### config.mk
export PLATFORM = sky130hd
export DESIGN_NAME = switch_branch_dp
export DESIGN_NICKNAME = d
export VERILOG_FILES = /design/src/rtl/switch_branch_pkg.sv /design/src/rtl/switch_branch_dp.sv
export SDC_FILE = /design/constraint.sdc
export NUM_CORES = 1
export LEC_CHECK = 0
export BUFFER_PORTS_ARGS = -buffer_cell sky130_fd_sc_hd__buf_2
export CORE_ASPECT_RATIO = 0.5
export CORE_MARGIN = 3
export CORE_UTILIZATION = 35
export CTS_BUF_LIST = sky130_fd_sc_hd__clkbuf_16
export DETAILED_ROUTE_END_ITERATION = 8
export PLACE_DENSITY_LB_ADDON = 0.25
export SYNTH_ARGS = -nofsm -noshare
export SYNTH_HDL_FRONTEND = slang
export SYNTH_SLANG_ARGS = --single-unit
export TNS_END_PERCENT = 10
### constraint.sdc
create_clock -name clk -period 5.4 [get_ports clk]
set_input_delay 1.08 -clock clk [delete_from_list [all_inputs] [get_ports clk]]
set_output_delay 1.08 -clock clk [all_outputs]
set_load 0.01 [all_outputs]
### src/rtl/switch_branch_pkg.sv
package switch_branch_pkg;

  // Strobes from control to datapath
  typedef struct packed {
    logic capture;  // latch voltage and gate
    logic update;   // advance conduction state and current
    logic store;    // publish current
  } swCtl_t;

endpackage

### src/rtl/switch_branch_dp.sv
module switch_branch_dp
  import switch_branch_pkg::*;
#(
  parameter int DATA_W = 16,
  parameter int FRAC_W = 8,
  parameter logic signed [DATA_W-1:0] COEF_A1 = 16'sd64,
  parameter logic signed [DATA_W-1:0] COEF_A2 = 16'sd192,
  parameter logic signed [DATA_W-1:0] SNUB_I  = 16'sd0
) (
  input  logic                     clk,
  input  logic                     rstN,
  input  swCtl_t                   ctl,
  input  logic                     gateIn,
  input  logic signed [DATA_W-1:0] vDev,
  output logic signed [DATA_W-1:0] iState,
  output logic signed [DATA_W-1:0] iOut,
  output logic                     transOn,
  output logic                     diodeOn
);

  localparam int ACC_W = 2 * DATA_W + 2;
  localparam logic signed [ACC_W-1:0] MAX_I = ACC_W'(2 ** (DATA_W - 1) - 1);
  localparam logic signed [ACC_W-1:0] MIN_I = ACC_W'(-(2 ** (DATA_W - 1)));

  logic signed [DATA_W-1:0] vReg;
  logic                     gReg;
  logic                     vPos, vNeg, transNext, diodeNext, turnOn;
  logic signed [ACC_W-1:0]  prodV, prodI, acc, scaled, withSnub;
  logic signed [DATA_W-1:0] iNext;

  // Conduction decision from latched operands
  always_comb begin
    vNeg      = vReg[DATA_W-1];
    vPos      = !vNeg && (vReg != '0);
    transNext = vPos && gReg;
    diodeNext = !transNext && vNeg;
    turnOn    = transNext && !transOn;
  end

  // Fixed-point RL step with saturation
  always_comb begin
    prodV    = ACC_W'(COEF_A1) * ACC_W'(vReg);
    prodI    = ACC_W'(COEF_A2) * ACC_W'(iState);
    acc      = prodV + prodI;
    scaled   = acc >>> FRAC_W;
    withSnub = scaled + (turnOn ? ACC_W'(SNUB_I) : '0);
    if (!(transNext || diodeNext))
      iNext = '0;
    else if (withSnub > MAX_I)
      iNext = DATA_W'(MAX_I);
    else if (withSnub < MIN_I)
      iNext = DATA_W'(MIN_I);
    else
      iNext = DATA_W'(withSnub);
  end

  always_ff @(posedge clk or negedge rstN) begin
    if (!rstN) begin
      vReg    <= '0;
      gReg    <= 1'b0;
      iState  <= '0;
      iOut    <= '0;
      transOn <= 1'b0;
      diodeOn <= 1'b0;
    end else begin
      if (ctl.capture) begin
        vReg <= vDev;
        gReg <= gateIn;
      end
      if (ctl.update) begin
        iState  <= iNext;
        transOn <= transNext;
        diodeOn <= diodeNext;
      end
      if (ctl.store) iOut <= iState;
    end
  end

endmodule

==> results of run 1 <==
## metal layers
metal  global-route usage, %  vias to the layer above  part of all wire (%)
li1                        -                     1454                     -
met1                    21.7                     1372                    53
met2                    22.4                       41                    42
met3                    3.25                       12                   4.2
met4                    3.61                        0                   1.5
met5                       0                        -                     0
## cell usage in the layout, fill, tap and decap left out, drive strengths merged, types with 13 or more instances in the layout
cell type / synthesis / layout
ha: 49 / 49
mux2: 33 / 33
nand2: 16 / 16
o21ai: 15 / 15
a21oi: 21 / 21
nand2b: 13 / 13
nor2: 19 / 19
buf: 2 / 62
xnor2: 23 / 23
dfrtp: 51 / 51
## timing repair
item / CTS / global route
buffers inserted: 0 / 1
gates resized for setup: 0 / 3
setup endpoints to repair: 0 / 14
## through the flow
stage	util, %	std cells	cell area [µm²]	worst slack, ns
floorplan	-	356	3820	0.744
global placement	41.0	548	4270	0.346
detailed placement	41.0	548	4270	0.190
CTS	42.3	556	4410	0.162
global route	42.6	557	4440	0.00416
finish	42.6	557	4440	0.362
## area by class of cell
| class | instances | area (µm²) |
|---|---|---|
| clock buffers | 5 | 125 |
| clock inverters | 3 | 11.3 |
| fillers | 998 | 5970 |
| inverters | 11 | 41.3 |
| multi-input cells | 285 | 2470 |
| flip-flops and latches | 51 | 1280 |
| well taps | 140 | 175 |
| repair buffers | 62 | 340 |
## registers in the layout, summed over array words and instances, names as in the netlist
name     count
iState      16
gReg         1
diodeOn      1
transOn      1
vReg        16
iOut        16
## cells by family after synthesis
family	after synthesis	synth area share [%]
flops	51	33.4
simple gates	83	11.4
fa+ha+maj	50	16.6
mux	33	9.73
buf+inv	20	2.26
compound gates	89	19.8
xor+xnor	30	6.88
## how the worst max path moves through the flow
stage / to / slack, ns / cells past startpoint
after global routing: iState[4]$_DFFE_PN0P_ / 0.004 / 18
after detailed placement: iState[0]$_DFFE_PN0P_ / 0.19 / 20
final: iState[4]$_DFFE_PN0P_ / 0.36 / 18
after global placement: iState[9]$_DFFE_PN0P_ / 0.35 / 20
after CTS: iState[3]$_DFFE_PN0P_ / 0.16 / 20
after floorplan: iState[10]$_DFFE_PN0P_ / 0.74 / 20
==> run summary, run 1 <==
The worst setup slack for register-to-register paths is about 0.36 ns. The overflow left after global routing came out at 0. sky130_fd_sc_hd__dfrtp_1 takes more of the synthesized area than any other cell. After detailed routing, the total wire length is 8.88 mm.

The fraction of synthesized cell area taken by the top area cell type came out at 33.4%. From left edge to right edge, the die measures 154 µm. The transition time of the tightest slew-check pin is 0.691 ns. Across every metal layer, demand over resource in global routing totals between 10% and 20%.

The later-pin clock latency in the skew report came out at 0.29 ns. The share of the cycle needed by the critical path after routing is 93.3%. The total I/O pin count came out at 56. The worst setup path is captured at a flop. Input and output buffers added on the ports amount to 55. In the post-synthesis netlist, the biggest area contributors are sky130_fd_sc_hd__dfrtp_1 33%, sky130_fd_sc_hd__ha_1 16%, sky130_fd_sc_hd__mux2_2 9.7%. The maximum net fanout on the critical path is 8. The detailed router finished its first iteration with a little under 200 violations. Setup total negative slack on the finished layout was measured at 0 ns. The number of antenna violations at the first check in global routing came to 0. The required time reported for the critical path endpoint came out at roughly 5.6 ns. The maximum number of pins on one net before global-route repair came out at 52. The routed design could run at a clock period as short as slightly above 5 ns.

Setup violations remaining at the end of the flow were counted as 0. The total number of yosys warnings is 0. Across all hold checks on the routed design, the worst slack comes to about 0.50 ns. The worst clock skew on the final layout came out at 0.00651 ns. The number of synthesized flops with an enable pin came out at 0.

Counting the buffers created by CTS gives 5. The cell repeated most along the worst path is sky130_fd_sc_hd__ha_1. The endpoint identified for the worst register-to-register timing path is iState[4]$_DFFE_PN0P_.

The maximum level of the CTS H-tree is 2. The area of the die is 12300 µm². The fraction of layout instances using a drive strength above 1 is 28.8%. Synthesis produced a netlist with a net count of 428.

Setup repair after global routing left no endpoint under its margin. Once detailed placement completed, the half-perimeter wirelength came to 6.90 mm. Sorting the synthesized cells by how often they occur yields 51 x sky130_fd_sc_hd__dfrtp_1, 49 x sky130_fd_sc_hd__ha_1, 33 x sky130_fd_sc_hd__mux2_2. The worst setup path is of the flop to flop kind. The routability congestion estimate is 0.863.

The headroom to the max-slew limit came out at 53.9%. The synthesized cell area came out at 3820 µm². The most used flip-flop cell after synthesis is sky130_fd_sc_hd__dfrtp_1. The final-report hold violation count is 0. The number of hold buffers added after CTS is 0. The number of max-cap violations came out at 0. The total vias in the final route came out at 2879.

On the critical path the largest part of the delay comes from compound AO/OA/AOI/OAI gates. Row generation in the floorplan step produced 26 rows. The number of nets at the end of the flow is 488. The end point of the worst hold path is iOut[7]$_DFFE_PN0P_. The tree is rooted in a sky130_fd_sc_hd__clkbuf_16. The number of pins exceeding their max-slew limit in the final report is 0. The number of detailed-route iterations in the first pass is 4.

In this run the most critical hold path is launched from iOut[7]$_DFFE_PN0P_. The worst-path cell with the longest stage delay is sky130_fd_sc_hd__a32oi_2. The delay of the slowest critical-path stage came out at 0.48 ns. Counting both buffers and inverters, the worst setup path holds a total of 1. The post-synthesis async set-or-reset flop share came out at 100%. The arrival time of data at the critical path endpoint came out at around 5.2 ns. In the routed layout, each cell is associated on average with a via count of slightly above 5. The floorplan die height is 79.9 µm. The depth of the most critical reg-to-reg path is 18.

The distinct cell type count after synthesis came out at 52. The wire length of the first global-routing pass came out at 14.6 mm. The number of antenna cells inserted came out at 0. Once detail routing completed, the nets flagged for antenna violations numbered 0.

The post-synthesis area per instance came out at ~11 µm². The sequential share of the synthesized area came out at 33.4%. The area growth from synthesis to layout came out at 16.1%. The reg-to-reg critical path startpoint is iState[2]$_DFFE_PN0P_. In the synthesized netlist, the number of instances is roughly 360. The buffer levels on the longest clock path came out at 2. The post-detailed-route DRC marker count came out at 0. The initial utilization of the core area, before any placement, comes to 36.7%. The wire length per cell after detailed routing came out at roughly 16 µm. sky130_fd_sc_hd__dfrtp_1 is the most common cell in the netlist. The via count of the first global-routing pass came out at around 2800.

After clock tree synthesis, the clock-pin slew on the worst setup and hold paths is about 0.07 ns. The fmax came out at 0.198 GHz. The clock net in this run drives a total of a little over 50 sinks.

Synthesis inferred 51 register bits. The most critical setup path has its startpoint at iState[2]$_DFFE_PN0P_. The clock tree from TritonCTS is done.

The run finished with clean final reports. The total area inside the core boundary comes to 10400 µm². Walking the worst path, the cells encountered are ha_1, ha_1, a21o_1, a21oi_1, o21ai_1, o41a_1, a21boi_0, nand2b_1, a21oi_1, xnor2_1, ha_1, nand2_1, nor4_1, o21ai_0, a32oi_2, o21ai_1, buf_4, a211oi_1. The startpoint kind of the worst setup timing path is a flop. The worst hold path belongs to the class flop to flop.

The cell depth of the worst min-delay path is 1.
Power of run 1 is left out: the tool's default activity adds up to more than one toggle a clock period on the data nets, which glitch-free logic cannot reach.
==> inputs of run 2 (changes only) <==
- PLACE_DENSITY_LB_ADDON: 0.25 -> 0.08
- clock period: 5.4 -> 5.8 ns (I/O delays scaled with it)
==> run 2 against run 1 <==
Net effect:
- worst hold slack hardly changed
- core utilization is 0.38 points lower
- critical path type unchanged
- critical path depth is 1 higher
- register-to-register slack better by 0.07 ns
- count of clock-buffer cells in the layout stayed put
- sequential cell count stayed put
- final cell count is 0.54% lower
- wire length is 16% higher
- via count is 1.6% higher
- final area is 0.90% lower
==> run summary, run 2 (synthesized netlist as in run 1, its figures left out) <==
The run finished with clean final reports. The number of hold buffers added after CTS is 0. The worst path needs 5.37 ns of the cycle, external delays included. In the routed layout, each cell is associated on average with a via count of 5.28.

The clock tree from TritonCTS is done. The total I/O pin count came out at 56. The fraction of layout instances using a drive strength above 1 came out at 28.5%. The final-report hold violation count came out at 0. The die width came out at roughly 150 µm. The detailed router placed a little under 3000 vias in this run. The wire-length estimate of the detail-placed layout is 8.05 mm. The largest registers in the layout are iOut (16), iState (16), vReg (16).

The post-CTS setup repair buffer count is 0. For this run the aggregate overflow at the end of global routing stands at 0. The filler cells instantiated in the layout total 1021. The number of antenna violations at the first check in global routing is 0.

Setup violations remaining at the end of the flow were counted as 0. For hold timing, the worst endpoint is iOut[9]$_DFFE_PN0P_. The floorplan has 26 rows.

The worst hold path begins at iOut[9]$_DFFE_PN0P_. Entering global routing, the biggest net connects between 50 and 60 pins. Walking the worst path, the cells encountered are ha_1, ha_1, inv_1, fa_1, nor2b_1, o21a_1, o21ai_0, a21oi_1, o21ai_0, a311oi_1, o21ai_0, o31a_1, ha_1, and2_1, nor2b_1, a2111oi_1, o311ai_4, a21oi_4, o311ai_1. The number of nets at the end of the flow came out at 485.

The TritonCTS buffer count is 5. Setup repair after global routing left no endpoint under its margin. The depth of the most critical reg-to-reg path came out at 19. The wire length per cell after detailed routing is 18.6 µm. The arrival time of data at the critical path endpoint came out at about 5.5 ns. The clock sink count is 51. The number of detailed-route iterations in the first pass came out at 4. The post-detailed-route DRC marker count came out at 0. In this run the critical register-to-register path is captured at iState[0]$_DFFE_PN0P_. CTS placed an instance of sky130_fd_sc_hd__clkbuf_16 at the clock tree root. Static timing analysis puts the maximum clock frequency at 0.186 GHz. The number of DRC markers after the initial detailed-route iteration came out at between 200 and 250. For this configuration, the core starts out at a cell density of 36.7%. The first global-routing pass estimated 16.6 mm of wire. The later-pin clock latency in the skew report is 0.29 ns. At the pin with the least slew margin, the transition time is ~0.74 ns. The via count of the first global-routing pass is 2990. The headroom to the max-slew limit is 50.2%. The class of the most critical hold timing path is flop to flop. The cell depth of the worst min-delay path is 1. In this run the number of H-tree levels came out at 2. The worst setup slack for register-to-register paths came out at 0.43 ns.

The final critical path takes up 92.5% of the cycle. The die covers 12300 µm². The critical setup path kind is flop to flop. In the global route stage, overall resource usage came out at 17.6%.

The area growth from synthesis to layout came out at 15.1%. After clock tree synthesis, the clock-pin slew on the worst setup and hold paths is 0.07 ns. The worst setup path is captured at a flop. The core region is 10400 µm².

The routability congestion estimate came out at 0.857. The worst setup path is launched from a flop. The number of pins exceeding their max-slew limit in the final report came to 0.

The number of antenna cells inserted came out at 0. The tool flagged a number of max-cap violations equal to 0. The delay of the slowest critical-path stage is a little under 0.6 ns. The reg-to-reg critical path startpoint is iState[1]$_DFFE_PN0P_.

The required time reported for the critical path endpoint is 5.95 ns. The buffer levels on the longest clock path came out at 2. Summed over all failing endpoints, the final setup total negative slack is 0 ns. The top cell types in the final layout, fill and taps aside, are 55 x sky130_fd_sc_hd__buf_2, 51 x sky130_fd_sc_hd__dfrtp_1, 49 x sky130_fd_sc_hd__ha_1, 33 x sky130_fd_sc_hd__mux2_2, 23 x sky130_fd_sc_hd__xnor2_1. For this design, the slowest cell found on the critical path is sky130_fd_sc_hd__a2111oi_1. The count of buffers added on input and output ports is 55.

The worst clock skew on the final layout is roughly 0.0057 ns. Along the worst path, the maximum fanout reaches 11. The floorplan die height is 79.9 µm. The routed wire length is 10.3 mm. The number of antenna-violating nets in the routed design is 0.

The commonest non-fill, non-tap cell in the layout is sky130_fd_sc_hd__buf_2.
run 2: critical path: cells and delay by family (launching register included):
kind | cells | cell delay, ns
simple gates | 3 | 0.45
compound gates | 11 | 3.03
fa+ha+maj | 4 | 1.24
buf+inv | 1 | 0.06
flops | 1 | 0.44
run 2: timing repair:
action / 4_1_cts / 5_1_grt
endpoints found under the setup margin: 0 / 11
endpoints found under the hold margin: 0 / 0
resized for setup: 0 / 1
run 2: layer usage:
| layer | GRT usage [%] | share of wire [%] | vias up |
|---|---|---|---|
| met5 | 0 | 0 | - |
| met4 | 2.29 | 0.22 | 0 |
| met3 | 4.98 | 8.8 | 2 |
| met2 | 23.0 | 36 | 85 |
| met1 | 28.2 | 55 | 1402 |
| li1 | - | - | 1437 |
run 2: worst max path at each step:
stage | start | to | slack [ns] | depth (start not counted)
after global placement | iState[1]$_DFFE_PN0P_ | iState[1]$_DFFE_PN0P_ | 0.51 | 19
after CTS | iState[1]$_DFFE_PN0P_ | iState[0]$_DFFE_PN0P_ | 0.27 | 19
after detailed placement | iState[1]$_DFFE_PN0P_ | iState[0]$_DFFE_PN0P_ | 0.28 | 19
after global routing | iState[1]$_DFFE_PN0P_ | iState[0]$_DFFE_PN0P_ | 0.13 | 19
final | iState[1]$_DFFE_PN0P_ | iState[0]$_DFFE_PN0P_ | 0.43 | 19
after floorplan | iState[1]$_DFFE_PN0P_ | iState[10]$_DFFE_PN0P_ | 1.14 | 20
run 2: cell type report:
cell class	count	area, µm²	share of cell area, %
multi-input combinational	285	2460	55.9
sequential	51	1280	29.0
timing repair buffer	59	305	6.94
tap	140	175	3.98
clock buffer	5	125	2.84
inverter	11	41.3	0.939
clock inverter	3	15.0	0.341
run 2: stage by stage:
stage / util (%) / instances / worst slack (ns) / area [µm²] / hold WS (ns)
global route: 42.2 / 554 / 0.126 / 4400 / 0.512
floorplan: - / 356 / 1.14 / 3820 / 0.481
detailed placement: 40.9 / 546 / 0.285 / 4260 / 0.491
global placement: 40.9 / 546 / 0.506 / 4260 / 0.484
finish: 42.2 / 554 / 0.434 / 4400 / 0.502
CTS: 42.2 / 554 / 0.270 / 4400 / 0.508
Power of run 2 is left out for the same reason.
